## config.mk

```make
export PLATFORM = sky130hd
export DESIGN_NAME = blkdec_cmd_ctrl
export DESIGN_NICKNAME = d
export VERILOG_FILES = /design/src/rtl/blkdec_pkg.sv /design/src/rtl/blkdec_cmd_parse.sv /design/src/rtl/blkdec_param_cnt.sv /design/src/rtl/blkdec_status_pack.sv /design/src/rtl/blkdec_cmd_ctrl.sv
export SDC_FILE = /design/constraint.sdc
export NUM_CORES = 1
export LEC_CHECK = 0
export ABC_AREA = 1
export BUFFER_PORTS_ARGS = -buffer_cell sky130_fd_sc_hd__buf_4
export CORE_MARGIN = 5
export CORE_UTILIZATION = 30
export CTS_CLUSTER_SIZE = 40
export DETAILED_ROUTE_END_ITERATION = 7
export GPL_TIMING_DRIVEN = 0
export PLACE_DENSITY = 0.64
export SLEW_MARGIN = 20
export SYNTH_ARGS = -nofsm -noshare
export SYNTH_HDL_FRONTEND = slang
export SYNTH_SLANG_ARGS = --single-unit
```

## constraint.sdc

```tcl
create_clock -name clk -period 1.75 [get_ports clk]
set_input_delay 0.0875 -clock clk [delete_from_list [all_inputs] [get_ports clk]]
set_output_delay 0.0875 -clock clk [all_outputs]
set_load 0.01 [all_outputs]
```

## src/rtl/blkdec_pkg.sv

```systemverilog
package blkdec_pkg;

    localparam int WORD_W   = 32;
    localparam int CNT_W    = 16;
    localparam int BLK_W    = 3;
    localparam int OP_W     = 3;

    // field positions in the command word
    localparam int OP_LSB   = 29;
    localparam int FMT_LSB  = 25;
    localparam int FMT_W    = 4;

    localparam logic [OP_W-1:0] OP_DECODE = 3'd1;
    localparam logic [OP_W-1:0] OP_QTAB   = 3'd2;
    localparam logic [OP_W-1:0] OP_STAB   = 3'd3;

    localparam logic [BLK_W-1:0] MONO_BLK = 3'd4;

    typedef enum logic [1:0] {
        ST_IDLE    = 2'd0,
        ST_COLLECT = 2'd1,
        ST_FINISH  = 2'd2
    } ctl_state_e;

    typedef struct packed {
        logic [1:0] depth;
        logic       sgn;
        logic       hi_bit;
    } fmt_t;

endpackage

```

## src/rtl/blkdec_cmd_parse.sv

```systemverilog
module blkdec_cmd_parse
    import blkdec_pkg::*;
#(
    parameter int TABLE_WORDS = 64
) (
    input  logic [OP_W-1:0]  op_bits,
    input  logic [FMT_W-1:0] fmt_bits,
    input  logic [CNT_W-1:0] cnt_bits,
    input  logic             bit0,
    output fmt_t             fmt,
    output logic             color,
    output logic [CNT_W-1:0] count,
    output logic             count_nz
);
    localparam logic [CNT_W-1:0] TABLE_CNT = CNT_W'(TABLE_WORDS);

    logic is_table;

    always_comb begin
        is_table = (op_bits == OP_QTAB) || (op_bits == OP_STAB);
        fmt      = fmt_t'(fmt_bits);
        color    = (op_bits == OP_QTAB) ? bit0 : 1'b1;
        count    = is_table ? TABLE_CNT : cnt_bits;
        count_nz = (count != '0);
    end

endmodule

```

## src/rtl/blkdec_param_cnt.sv

```systemverilog
module blkdec_param_cnt
    import blkdec_pkg::*;
(
    input  logic             clk,
    input  logic             rst_n,
    input  logic             load,
    input  logic [CNT_W-1:0] load_val,
    input  logic             dec,
    output logic [CNT_W-1:0] rem,
    output logic             last
);
    logic [CNT_W-1:0] rem_q;

    always_ff @(posedge clk or negedge rst_n) begin
        if (!rst_n) begin
            rem_q <= '0;
        end else if (load) begin
            rem_q <= load_val;
        end else if (dec && rem_q != '0) begin
            rem_q <= rem_q - 1'b1;
        end
    end

    assign rem  = rem_q;
    assign last = (rem_q == CNT_W'(1));

    // without a load the remaining count never grows
    p_rem_no_rise_r7: assert property (@(posedge clk) disable iff (!rst_n)
        !load |=> rem_q <= $past(rem_q));

endmodule

```

## src/rtl/blkdec_status_pack.sv

```systemverilog
module blkdec_status_pack
    import blkdec_pkg::*;
(
    input  logic             ofifo_empty,
    input  logic             ififo_full,
    input  logic             busy,
    input  logic             dma_in_en,
    input  logic             dma_out_en,
    input  fmt_t             fmt,
    input  logic [BLK_W-1:0] cur_block,
    input  logic [CNT_W-1:0] rem,
    output logic [WORD_W-1:0] status
);
    localparam int PAD_W = WORD_W - 5 - FMT_W - BLK_W - CNT_W;

    logic             din_req;
    logic             dout_req;
    logic [BLK_W-1:0] blk;

    always_comb begin
        din_req  = dma_in_en && !ififo_full && busy;
        dout_req = dma_out_en && !ofifo_empty;
        blk      = (fmt.depth < 2'd2) ? MONO_BLK : cur_block;
        status   = {ofifo_empty, ififo_full, busy, din_req, dout_req,
                    fmt, {PAD_W{1'b0}}, blk, rem - 1'b1};
    end

endmodule

```

## src/rtl/blkdec_cmd_ctrl.sv

```systemverilog
module blkdec_cmd_ctrl
    import blkdec_pkg::*;
#(
    parameter int TABLE_WORDS = 64
) (
    input  logic              clk,
    input  logic              rst_n,
    input  logic              wr_en,
    input  logic [31:0]       wr_data,
    input  logic              param_take,
    input  logic              proc_done,
    input  logic              ofifo_empty,
    input  logic              ififo_full,
    input  logic              dma_in_en,
    input  logic              dma_out_en,
    input  logic [2:0]        cur_block,
    output logic [31:0]       status_o,
    output logic [2:0]        cmd_op,
    output logic              color_tbl,
    output logic [1:0]        out_depth,
    output logic              out_signed,
    output logic              out_bit15,
    output logic              param_valid,
    output logic [31:0]       param_data
);
    ctl_state_e st_q, st_nx;

    logic             busy, cmd_accept, take_eff;
    fmt_t             p_fmt, fmt_q;
    logic             p_color, color_q;
    logic [CNT_W-1:0] p_count, rem;
    logic             p_count_nz, last;
    logic [OP_W-1:0]  op_q;

    blkdec_cmd_parse #(.TABLE_WORDS(TABLE_WORDS)) u_parse (
        .op_bits  (wr_data[OP_LSB +: OP_W]),
        .fmt_bits (wr_data[FMT_LSB +: FMT_W]),
        .cnt_bits (wr_data[CNT_W-1:0]),
        .bit0     (wr_data[0]),
        .fmt      (p_fmt),
        .color    (p_color),
        .count    (p_count),
        .count_nz (p_count_nz)
    );

    blkdec_param_cnt u_cnt (
        .clk      (clk),
        .rst_n    (rst_n),
        .load     (cmd_accept),
        .load_val (p_count),
        .dec      (take_eff),
        .rem      (rem),
        .last     (last)
    );

    blkdec_status_pack u_stat (
        .ofifo_empty (ofifo_empty),
        .ififo_full  (ififo_full),
        .busy        (busy),
        .dma_in_en   (dma_in_en),
        .dma_out_en  (dma_out_en),
        .fmt         (fmt_q),
        .cur_block   (cur_block),
        .rem         (rem),
        .status      (status_o)
    );

    // state register
    always_ff @(posedge clk or negedge rst_n) begin
        if (!rst_n) st_q <= ST_IDLE;
        else        st_q <= st_nx;
    end

    // next-state logic
    always_comb begin
        st_nx = st_q;
        unique case (st_q)
            ST_IDLE:    if (cmd_accept && p_count_nz) st_nx = ST_COLLECT;
            ST_COLLECT: if (take_eff && last)
                            st_nx = proc_done ? ST_IDLE : ST_FINISH;
            ST_FINISH:  if (proc_done) st_nx = ST_IDLE;
            default:    st_nx = ST_IDLE;
        endcase
    end

    // state outputs
    always_comb begin
        busy        = (st_q != ST_IDLE);
        cmd_accept  = wr_en && !busy;
        param_valid = wr_en && busy;
        take_eff    = param_take && (st_q == ST_COLLECT);
    end

    // command field latches
    always_ff @(posedge clk or negedge rst_n) begin
        if (!rst_n) begin
            op_q    <= '0;
            fmt_q   <= '0;
            color_q <= 1'b1;
        end else if (cmd_accept) begin
            op_q    <= wr_data[OP_LSB +: OP_W];
            fmt_q   <= p_fmt;
            color_q <= p_color;
        end
    end

    assign param_data = wr_data;
    assign cmd_op     = op_q;
    assign color_tbl  = color_q;
    assign out_depth  = fmt_q.depth;
    assign out_signed = fmt_q.sgn;
    assign out_bit15  = fmt_q.hi_bit;

    // busy only rises after an accepted command
    p_busy_from_cmd_r6: assert property (@(posedge clk) disable iff (!rst_n)
        $rose(status_o[29]) |-> $past(cmd_accept));
    // busy only falls with the done input
    p_clear_needs_done_r8: assert property (@(posedge clk) disable iff (!rst_n)
        $fell(status_o[29]) |-> $past(proc_done));
    // format flags hold while a command is in flight
    p_fmt_hold_r9: assert property (@(posedge clk) disable iff (!rst_n)
        busy |=> $stable(fmt_q) && $stable(op_q));
    // table loads always expect 64 words
    p_tab_count_r3: assert property (@(posedge clk) disable iff (!rst_n)
        (cmd_accept && (wr_data[31:29] == OP_QTAB || wr_data[31:29] == OP_STAB))
        |=> status_o[15:0] == 16'(TABLE_WORDS - 1));
    // idle always reports no outstanding words
    p_idle_empty_r7: assert property (@(posedge clk) disable iff (!rst_n)
        (st_q == ST_IDLE) |-> status_o[15:0] == 16'hFFFF);
    // input request implies busy and room in the FIFO
    p_din_req_r10: assert property (@(posedge clk) disable iff (!rst_n)
        status_o[28] |-> status_o[29] && !ififo_full);
    // monochrome depths report the fixed block index
    p_blk_mono_r13: assert property (@(posedge clk) disable iff (!rst_n)
        (out_depth < 2'd2) |-> status_o[18:16] == MONO_BLK);

endmodule

```

**Word-level counts from Yosys, hierarchy flattened**

Index checks and enable logic that the tools add are counted.

- Register bits after elaboration: 26
- Bits of input ports: 44
- Output and inout bits: 73

- Add/sub/neg operators: 1
- Magnitude comparators: 1
- Eq/ne operators: 8
- Mux-type cells: 10
- Reduce and logical (&&, ||, !) cells: 19

Operators by type and width:

| cell | count |
|---|---|
| 16-bit two-way mux | 3 |
| 16-bit nonzero test | 2 |
| 16-bit by 1-bit == test with 1-bit output (second input constant) | 1 |
| 16-bit by 1-bit subtractor with 16-bit output (second input constant) | 1 |
| 1-bit logical AND | 9 |
| 2-bit two-way mux | 4 |
| 3-bit by 2-bit == test with 1-bit output (second input constant) | 2 |
| 2-bit inequality test (second input constant) | 3 |
| 2-bit one-hot mux with 3 select lines | 1 |
| 2-bit nonzero test | 2 |
| 1-bit zero test | 3 |
| 3-bit two-way mux | 1 |
| 3-bit AND reduction | 1 |
| 2-bit by 1-bit == test with 1-bit output (second input constant) | 1 |
| 2-bit == test (second input constant) | 1 |
| 2-bit zero test | 1 |
| 2-bit less-than comparator (second input constant) | 1 |
| 1-bit logical OR | 1 |
| 1-bit two-way mux | 1 |

**Logic depth before layout (Yosys ltp)**

Gate-level depths: netlist of run 1.

- Depth after elaboration: 7
- Gate-level depth with buffers: 10

**Hierarchy**

Synthesis of run 1 repeated with hierarchy kept, for this count alone.

- Cell total of the unflattened synthesis: 440
- Area, all modules: 2778.9 um^2

Modules (own cells, without submodules):

| module | instances | cells each | area each (um^2) | sequential area each (um^2) |
|---|---|---|---|---|
| blkdec_param_cnt | 1 | 193 | 1277.5 | 400.4 |
| blkdec_cmd_ctrl | 1 | 84 | 676.9 | 251.5 |
| blkdec_status_pack | 1 | 105 | 566.8 | 0.0 |
| blkdec_cmd_parse | 1 | 58 | 257.7 | 0.0 |

**Worst setup path after synthesis of run 1**

OpenSTA, ideal clock, no wires.

- Path kind: register to register
- Start: register u_cnt.rem_q[0] (netlist: u_cnt.rem[0])
- End: register u_cnt.rem_q[12] (netlist: u_cnt.rem[12])
- Library setup time: 71 ps
- Data arrival time: 1532 ps
- Data required time: 1679 ps
- Path slack: 146 ps
- Stages on the path, launching flop included: 9
- Buffers on the path: 0
- Clock period less this slack: 1604 ps
- Path through: dfrtp_1 -> inv_1 -> ha_1 -> nand2_1 -> nor2_4 -> nand2_1 -> xor2_1 -> nor2_1 -> nor2_1

- Cells in the longest elaborated chain, start to end: 3

RTL lines:

| what | RTL line | source |
|---|---|---|
| start, declared | blkdec_param_cnt.sv:12 | `logic [CNT_W-1:0] rem_q;` |
| start signal, assigned | blkdec_param_cnt.sv:18 | `rem_q <= load_val;` |
| start signal, assigned | blkdec_param_cnt.sv:20 | `rem_q <= rem_q - 1'b1;` |
| 16-bit by 1-bit subtractor with 16-bit output | -- |  |
| via status_o[12] | blkdec_cmd_ctrl.sv:17 | `output logic [31:0] status_o,` |
| 16-bit two-way mux | blkdec_param_cnt.sv:19 | `end else if (dec && rem_q != '0) begin` |
| 16-bit two-way mux | blkdec_param_cnt.sv:17 | `end else if (load) begin` |

The timed path passes the listed nets, and every way through them passes these cells. The select of a mux whose other input is x is not followed.
A chain may end at the register's enable or synchronous reset.

**Final worst setup path of run 1**

- Start: register u_cnt.rem_q[1] (netlist: u_cnt.rem[1])
- End: output port status_o[4]

- Cells in the longest elaborated chain, start to end: 1

RTL lines:

| what | RTL line | source |
|---|---|---|
| 16-bit by 1-bit subtractor with 16-bit output | blkdec_status_pack.sv:25 | `fmt, {PAD_W{1'b0}}, blk, rem - 1'b1};` |
| end, declared | blkdec_cmd_ctrl.sv:17 |  |

No other way between the ends.

==> results.md, run 1 <==
- Status: finished, final reports clean
- Leak: roughly 1.9 nW
- GR Overflow Total: 0
- WL final: approximately 7000 um
- Initial antenna violation count: 0
- Simple-gate share of the synthesized area: between 40% and 50%
- Pwr dens: 892 nW/um^2
- Largest net degree at the start of global routing: 27
- Async S/R FF share, synth: 100%
- YS warnings: 0
- Largest area contributor in the netlist: dfrtp_1
- Required @ worst endpoint: around 1.7 ns
- Root Driver: clkbuf_8
- FF+latch count, synth: 26
- Synthesized instance count: around 340
- Initial Util: 31.1%
- Crit share post-route: between 90% and 100%
- WHS: approximately 0.021 ns
- End point of the worst hold path: out_bit15
- Multi-input combinational cell area: 1180 um^2
- Sequential-to-total area share from yosys stat: ~29%
- R2R setup slack: 0.12 ns
- CTS Buf Count: 3
- R2R depth: 11
- Dpl hpwl: between 5000 and 6000 um
- Yosys cell types: 28
- WHS Path Cells: 3
- Non-filler cells, final: 559
- Clock sinks: 26
- Cell area after layout: between 3000 and 4000 um^2
- Routed len/inst: around 13 um
- Via count of the first global-routing pass: ~2400
- Largest family of logic cells by synthesized area: simple AND/OR/NAND/NOR gates
- First-pass GRT wire length: 11700 um
- Final Hold Viols: 0
- N_diodes: 0
- Synth top area cells: dfrtp_1, nand2_1, buf_4, nor2_1, nand3_1
- Critical R2R Launch: u_cnt.rem[0]
- Clk slew on worst S/H paths: around 0.1 ns
- Most numerous cell in the Yosys netlist: nand2_1
- Core Region: roughly 7300 um^2
- Layout cells sized above 1: between 40% and 50%
- Row Count: 31
- Layout fillers: roughly 780
- Worst-path cell chain: inv_2 > ha_4 > nand2_4 > buf_4 > xnor2_1 > buf_4
- Nets@finish: 508
- Routability Congestion: between 0.8 and 0.9
- Post-synthesis xor/xnor area fraction: 1.55%
- Max Cap Viol: 0
- Gr usage total: 14.9%
- Worst Skew: roughly 0.0063 ns
- WP data arrival: 1.60 ns
- Post-Route Utilization: 46.4%
- FMAX: a little under 0.6 GHz
- Placed Cells: 543
- Setup CP Type: reg2out
- Mux contribution to synthesized area: 0%
- Post-synth top cells: nand2_1, buf_4, nor2_1
- Most used cell, CP: buf_4
- Setup WS pre-CTS: about 0.065 ns
- DP Area: roughly 3200 um^2
- Post-Synth Adder-Cell Area: 1.66%
- Reg2reg end: u_cnt.rem[15]
- Skew-Pair Late Insertion Delay: approximately 0.28 ns
- Setup Viol. Count Final: 0
- Crit Path Max Fanout: 4
- Longest Clk Path Bufs: 2
- Critical Path Source: u_cnt.rem[1]
- DIE AREA: between 9000 and 10000 um^2
- CTS tree: done
- Area fraction of the dominant cell type after synthesis: 27.6%
- Drt via density: ~4.3
- Area growth from synthesis to layout: 49.3%
- Max IR drop VDD: around 0.32 mV
- Drt drc: 0
- Min Tclk post-route: ~1.7 ns
- Worst setup SP type: flip-flop
- 1st-pass router iterations: 4
- Post-synth EDFFs: 0
- RSZ-0062 raised after global routing: yes
- Crit end category: output port
- Vias: 2385
- Detail Route Antenna Nets: 0
- Syn avg cell area: about 6.7 um^2
- Hold_sp: wr_data[25]
- IO Count: approximately 120
- 1st-iter DRT viols: between 70 and 80
- Worst hold-check path type: in2reg
- CP max-delay cell: dfrtp_1
- Die H: between 90 and 100 um
- Setup slack after layout: just over 0.06 ns
- Die W: 96.9 um
- FF+latch area: ~650 um^2
- Htree depth: 1
- CP max stage delay: a little over 0.4 ns
- Max-slew violation count: 0
- Mapped Area: roughly 2300 um^2
- Port buffer count: around 100
- Top_reg_cell synth: dfrtp_1
- Synth Area in Compound Gates: under 10%
==> cells by family after synthesis <==
logic type / count (synthesis)
compound gates: 20
flops: 26
fa+ha+maj: 3
xor+xnor: 4
simple gates: 199
other cells: 1
buf+inv: 85
==> state kept, by name (all words and copies together) (netlist names) <==
register    cells
u_cnt.rem      16
cmd_op          3
out_depth       2
st_q            2
color_tbl       1
out_bit15       1
out_signed      1
==> how the worst max path moves through the flow <==
| stage | slack [ns] | depth (start not counted) | to |
|---|---|---|---|
| after floorplan | 0.15 | 8 | u_cnt.rem[12] |
| after CTS | 0.001 | 7 | status_o[11] |
| after global routing | -0.02 | 7 | status_o[12] |
| final | 0.06 | 6 | status_o[4] |
| after global placement | 0.07 | 7 | status_o[12] |
| after detailed placement | 0.07 | 7 | status_o[12] |
==> placed cells by master, fill, tap and decap left out <==
| cell type | n |
|---|---|
| nand3_2 | 2 |
| buf_2 | 4 |
| dlygate4sd3_1 | 2 |
| ha_4 | 1 |
| xnor2_1 | 2 |
| ha_1 | 2 |
| nor3_1 | 2 |
| o21ai_2 | 4 |
| xor2_2 | 1 |
| nand4_1 | 3 |
| o21a_1 | 1 |
| nand3_1 | 24 |
| inv_1 | 30 |
| nor2_1 | 27 |
| or2_2 | 1 |
| dfstp_2 | 1 |
| inv_2 | 3 |
| nand2_2 | 9 |
| nor2_4 | 8 |
| conb_1 | 4 |
| nand2_4 | 4 |
| a21oi_1 | 3 |
| xor2_1 | 1 |
| dfrtp_1 | 24 |
| clkbuf_8 | 4 |
| o21ai_0 | 12 |
| clkbuf_1 | 1 |
| nand2_1 | 105 |
| buf_4 | 159 |
| dfrtp_2 | 1 |
| nand3b_1 | 4 |
| nor2_2 | 10 |
| buf_6 | 1 |
==> per-stage QoR <==
stage                     total power, mW  TNS [ns]
final                                3.02         0
after CTS                            2.87         0
after floorplan                      1.80         0
after detailed placement             2.41         0
after global routing                 3.26   -0.0918
after global placement               2.39         0
==> routing by layer <==
layer,vias up,wire length [um],GRT usage [%]
met4,0,65,3.67
met2,89,3500,26.5
met3,5,417,3.02
li1,1237,-,-
met5,-,0,0
met1,1054,3040,18.3
==> final cells by class <==
cell class,count,area share [%]
buffer,52,11.2
multi-input combinational,230,34.9
inverter,33,3.66
clock buffer,4,1.63
tap,99,3.66
timing repair buffer,115,25.7
sequential,26,19.3
==> critical path: cells and delay by family, from the launching register on <==
family,cells,cell delay [ns]
fa+ha+maj,1,0.17
xor+xnor,1,0.23
simple gates,1,0.07
buf+inv,3,0.43
flops,1,0.41
==> power breakdown <==
group          internal, mW  switching (mW)
sequential            0.718           0.192
combinational         0.795           0.900
clock                 0.202           0.212
==> timing repair <==
item / CTS / global route
gates resized for setup: 5 / 13
pin swaps: 2 / 7
hold buffers: 2 / 0
buffers inserted: 2 / 8
endpoints found under the setup margin: 5 / 11
endpoints found under the hold margin: 26 / 0
(Power assumes the default switching activity.)
==> run 2: changes to the inputs <==
--- a/config.mk
+++ b/config.mk
@@ -8,11 +8,12 @@
 export ABC_AREA = 1
 export BUFFER_PORTS_ARGS = -buffer_cell sky130_fd_sc_hd__buf_4
 export CORE_MARGIN = 5
-export CORE_UTILIZATION = 30
+export CORE_UTILIZATION = 46
 export CTS_CLUSTER_SIZE = 40
 export DETAILED_ROUTE_END_ITERATION = 7
 export GPL_TIMING_DRIVEN = 0
-export PLACE_DENSITY = 0.64
+export PLACE_DENSITY = 0.88
+export RECOVER_POWER = 25
 export SLEW_MARGIN = 20
 export SYNTH_ARGS = -nofsm -noshare
 export SYNTH_HDL_FRONTEND = slang
==> results.md, run 2 (synthesis results as in run 1) <==
- DIE AREA: ~6400 um^2
- Final Hold Viols: 0
- Max IR drop VDD: 0.377 mV
- Hold_sp: wr_data[28]
- CTS tree: done
- Setup Viol. Count Final: 0
- Largest net degree at the start of global routing: 27
- WL final: between 7000 and 8000 um
- Worst Skew: approximately 0.012 ns
- Most common cell after layout, fill and taps aside: buf_4
- Dpl hpwl: 5590 um
- N_diodes: 0
- FF+latch area: 657 um^2
- RSZ-0062 raised after global routing: yes
- Htree depth: 1
- Layout cells sized above 1: 41.3%
- Nets@finish: roughly 510
- Gr usage total: 21.4%
- Routed len/inst: 13.4 um
- Longest Clk Path Bufs: 2
- Routability Congestion: 0.892
- Worst setup SP type: flip-flop
- End point of the worst hold path: out_depth[1]
- 1st-pass router iterations: 5
- Clock sinks: 26
- Multi-input combinational cell area: 1170 um^2
- Core Region: 4750 um^2
- Area growth from synthesis to layout: 43.8%
- Max Cap Viol: 0
- WHS: ~0.0015 ns
- Post-Route Utilization: roughly two thirds
- Drt drc: 0
- Skew-Pair Late Insertion Delay: approximately 0.28 ns
- Reg2reg end: u_cnt.rem[7]
- WP data arrival: approximately 1.7 ns
- Port buffer count: between 100 and 150
- Initial Util: ~48%
- Crit end category: output port
- Critical R2R Launch: u_cnt.rem[1]
- Pwr dens: between 900 and 1000 nW/um^2
- Vias: between 2000 and 3000
- R2R setup slack: roughly 0.1 ns
- Leak: 1.79 nW
- 1st-iter DRT viols: roughly 170
- Setup slack after layout: about 0.0049 ns
- Max-slew violation count: 0
- Status: finished, final reports clean
- Max reg flops: 16
- Die W: roughly 80 um
- Critical Path Source: u_cnt.rem[1]
- Die H: 80.2 um
- CTS Buf Count: 3
- GR Overflow Total: 0
- First-pass GRT wire length: 10900 um
- Row Count: 25
- Clk slew on worst S/H paths: around 0.10 ns
- Initial antenna violation count: 0
- Detail Route Antenna Nets: 0
- Required @ worst endpoint: about 1.7 ns
- Layout fillers: between 400 and 500
- Root Driver: clkbuf_8
- Min Tclk post-route: 1.75 ns
- Setup CP Type: reg2out
- Most frequent cells in the layout: buf_4, nand2_1, clkbuf_1
- Crit share post-route: approximately 100%
- FMAX: about 0.57 GHz
- Crit Path Max Fanout: 5
- IO Count: about 120
- Setup WS pre-CTS: ~0.055 ns
- Worst hold-check path type: in2reg
- WHS Path Cells: 3
- Tot Pwr: just over 3 mW
- Via count of the first global-routing pass: between 2000 and 3000
- Drt via density: just under 5
- R2R depth: 11
## run 2: cell count changes in the layout (fill, tap and decap cells not counted), sizes merged
cell | previous run | this run
dlygate4sd3 | 2 | 1
buf | 164 | 139
clkbuf | 5 | 34
## run 2: layer usage
| layer | wire [um] | track usage [%] | vias to the layer above |
|---|---|---|---|
| li1 | - | - | 1240 |
| met1 | 2640 | 24.2 | 1169 |
| met2 | 3560 | 37.6 | 148 |
| met3 | 738 | 6.17 | 14 |
| met4 | 168 | 8.28 | 0 |
| met5 | 0 | 0 | - |
## run 2: what timing repair did
item | 4_1_cts | 5_1_grt
hold endpoints to repair | 26 | 0
hold buffers | 1 | 0
pin swaps | 2 | 7
setup buffers | 5 | 9
endpoints found under the setup margin | 7 | 8
resized for setup | 6 | 16
## run 2: where the power goes
part / leakage (nW) / internal, mW / switching, mW / total [mW]
clock: 0.0288 / 0.202 / 0.205 / 0.407
combinational: 1.44 / 0.799 / 0.925 / 1.72
sequential: 0.314 / 0.724 / 0.189 / 0.914
## run 2: critical path: stages, from the launching register on
cell and delay, ns:
dfrtp_1 0.42, inv_2 0.12, ha_4 0.17, nand2_4 0.06, nor2_4 0.18, buf_6 0.11
nand4_1 0.09, nand2_1 0.11, buf_6 0.11
## run 2: layout make-up
class / instances / area share (%)
timing repair buffer: 118 / 24.1
multi-input combinational: 230 / 36.0
inverter: 33 / 3.80
tap: 67 / 2.57
clock buffer: 4 / 1.69
sequential: 26 / 20.2
buffer: 52 / 11.7
## run 2: worst max path at each step
stage | endpoint | slack, ns
floorplan | u_cnt.rem[12] | 0.15
global placement | status_o[12] | 0.1
detailed placement | status_o[12] | 0.05
CTS | status_o[12] | 0.002
global route | status_o[14] | -0.08
finish | status_o[14] | 0.005
## run 2: per-stage QoR
step | TNS (ns) | std cells | instance area [um^2]
detailed placement | 0 | 511 | 3140
CTS | 0 | 521 | 3260
global placement | 0 | 511 | 3140
floorplan | 0 | 341 | 2280
global route | -0.332 | 530 | 3260
finish | 0 | 530 | 3260
==> run 3: changes to the inputs <==
--- a/config.mk
+++ b/config.mk
@@ -8,11 +8,12 @@
 export ABC_AREA = 1
 export BUFFER_PORTS_ARGS = -buffer_cell sky130_fd_sc_hd__buf_4
 export CORE_MARGIN = 5
-export CORE_UTILIZATION = 46
+export CORE_UTILIZATION = 47
+export CTS_BUF_LIST = sky130_fd_sc_hd__clkbuf_4
 export CTS_CLUSTER_SIZE = 40
 export DETAILED_ROUTE_END_ITERATION = 7
 export GPL_TIMING_DRIVEN = 0
-export PLACE_DENSITY = 0.88
+export PLACE_DENSITY = 0.9
 export RECOVER_POWER = 25
 export SLEW_MARGIN = 20
 export SYNTH_ARGS = -nofsm -noshare
==> results.md, run 3 (synthesis results as in run 1) <==
- Nets@finish: a little over 500
- Drt drc: 0
- Busiest grt layer: met2
- Htree depth: 1
- Routed len/inst: 14.5 um
- WHS Path Cells: 4
- Skew-Pair Late Insertion Delay: around 0.34 ns
- Area growth from synthesis to layout: 50.2%
- Max reg flops: 16
- RSZ-0062 raised after global routing: yes
- Max-slew headroom: 55.4%
- IO Count: roughly 120
- Max Cap Viol: 0
- Initial antenna violation count: 0
- CP max-delay cell: dfrtp_2
- Failing checks: negative setup slack
- Gr usage total: between 20% and 30%
- R2R depth: 11
- Max-slew violation count: 0
- Most frequent cells in the layout: buf_4, nand2_1, inv_1
- Root Driver: clkbuf_4
- Buf/Inv on CP: 2
- Required @ worst endpoint: approximately 1.7 ns
- CP max stage delay: approximately 0.46 ns
- Final Hold Viols: 0
- 1st-iter DRT viols: about 160
- Worst-path cell chain: inv_4 > ha_4 > nand2_4 > nor2_4 > nand2_2 > xor2_2 > buf_4
- Setup WS pre-CTS: around 0.035 ns
- WP depth: 7
- Longest Clk Path Bufs: 2
- Core Region: roughly 4700 um^2
- Most common cell after layout, fill and taps aside: buf_4
- N_diodes: 0
- Cell family with most CP delay: flip-flops
- Worst-Margin Slew: about 0.67 ns
- FMAX: 0.571 GHz
- Status: finished, violations left
- Setup CP Type: reg2out
- Setup Viol. Count Final: 1
- Worst Skew: 0.00739 ns
- Routability Congestion: roughly 0.95
- Die W: just under 80 um
- Clk slew on worst S/H paths: 0.15 ns
- Placed Cells: about 500
- Clock sinks: 26
- Worst hold-check path type: in2reg
- CTS Buf Count: 3
- Layout fillers: 372
- DP Area: 3120 um^2
- CTS tree: done
- Port buffer count: ~100
- WL final: 7610 um
- Die H: just under 80 um
- Met2 usage: between 40% and 50%
- Met3 Usage GRT: 6.88%
- Post-Route Utilization: 72.6%
- Setup slack after layout: -0.000908 ns
- GRT met1 Usage: 25.9%
- Drt via density: around 5
- Pwr dens: slightly below 900 nW/um^2
- Max IR drop VDD: ~0.41 mV
- Cell area after layout: about 3400 um^2
- 1st-pass router iterations: 4
- Row Count: 25
- Vias: about 2600
- Via count of the first global-routing pass: about 2600
- First-pass GRT wire length: between 10000 and 15000 um
- Initial Util: 48.3%
- Leak: between 1.5 and 2 nW
- Detail Route Antenna Nets: 0
- GR Overflow Total: 0
- Worst setup SP type: flip-flop
- Crit share post-route: 100%
- DIE AREA: roughly 6300 um^2
- Largest net degree at the start of global routing: 27
- Total negative slack: -0.000908 ns
- Non-filler cells, final: between 500 and 600
- Crit end category: output port
- WP data arrival: about 1.7 ns
- Crit Path Max Fanout: 5
- Min Tclk post-route: 1.75 ns
- Layout cells sized above 1: a little under half
- Dpl hpwl: between 5000 and 6000 um
[run 3: final cells by class]
class	instances	area [um^2]	area share [%]
Clock buffer	4	30.0	0.882
Multi-Input combinational cell	230	1220	35.8
Inverter	33	126	3.71
Sequential cell	26	663	19.5
Tap cell	54	67.6	1.98
Buffer	52	380	11.2
Timing Repair Buffer	124	920	27.0
[run 3: final timing paths]
path                               from            end  slack [ns]
max in group asynchronous         rst_n   u_cnt.rem[7]        0.96
max                        u_cnt.rem[0]   status_o[12]     -0.0009
min                           proc_done        st_q[1]       0.006
max reg2reg                u_cnt.rem[0]  u_cnt.rem[15]        0.12
min reg2reg                   cmd_op[1]      cmd_op[1]        0.51
min in group asynchronous         rst_n     out_signed        0.32
[run 3: tightest hold or removal path, delay by kind of cell]
kind,cells,cell delay (ns)
buffers and inverters,2,0.12
AND/OR/NAND/NOR,2,0.12
[run 3: stage by stage]
step	hold WS, ns	power, mW
6_report	0.00601	3.04
4_1_cts	0.00273	2.86
3_3_place_gp	0.0169	2.35
5_1_grt	0.0163	3.29
2_1_floorplan	-0.208	1.80
3_5_place_dp	0.0248	2.39
[run 3: what timing repair did]
action,4_1_cts,5_1_grt
setup buffers,6,8
cloned,0,0
hold buffers,7,0
pin swaps,5,12
gates resized for setup,18,22
hold endpoints to repair,32,0
setup endpoints to repair,10,16
[run 3: power breakdown]
part | leakage (nW) | internal (mW) | switching [mW] | total (mW)
logic | 1.55 | 0.855 | 0.946 | 1.80
registers | 0.308 | 0.731 | 0.207 | 0.939
clock network | 0.0184 | 0.105 | 0.194 | 0.300
[run 3: routing by layer]
| metal | share of wire [%] | up-vias |
|---|---|---|
| li1 | - | 1248 |
| met1 | 37 | 1173 |
| met2 | 50 | 165 |
| met3 | 10 | 21 |
| met4 | 2.9 | 0 |
| met5 | 0 | - |
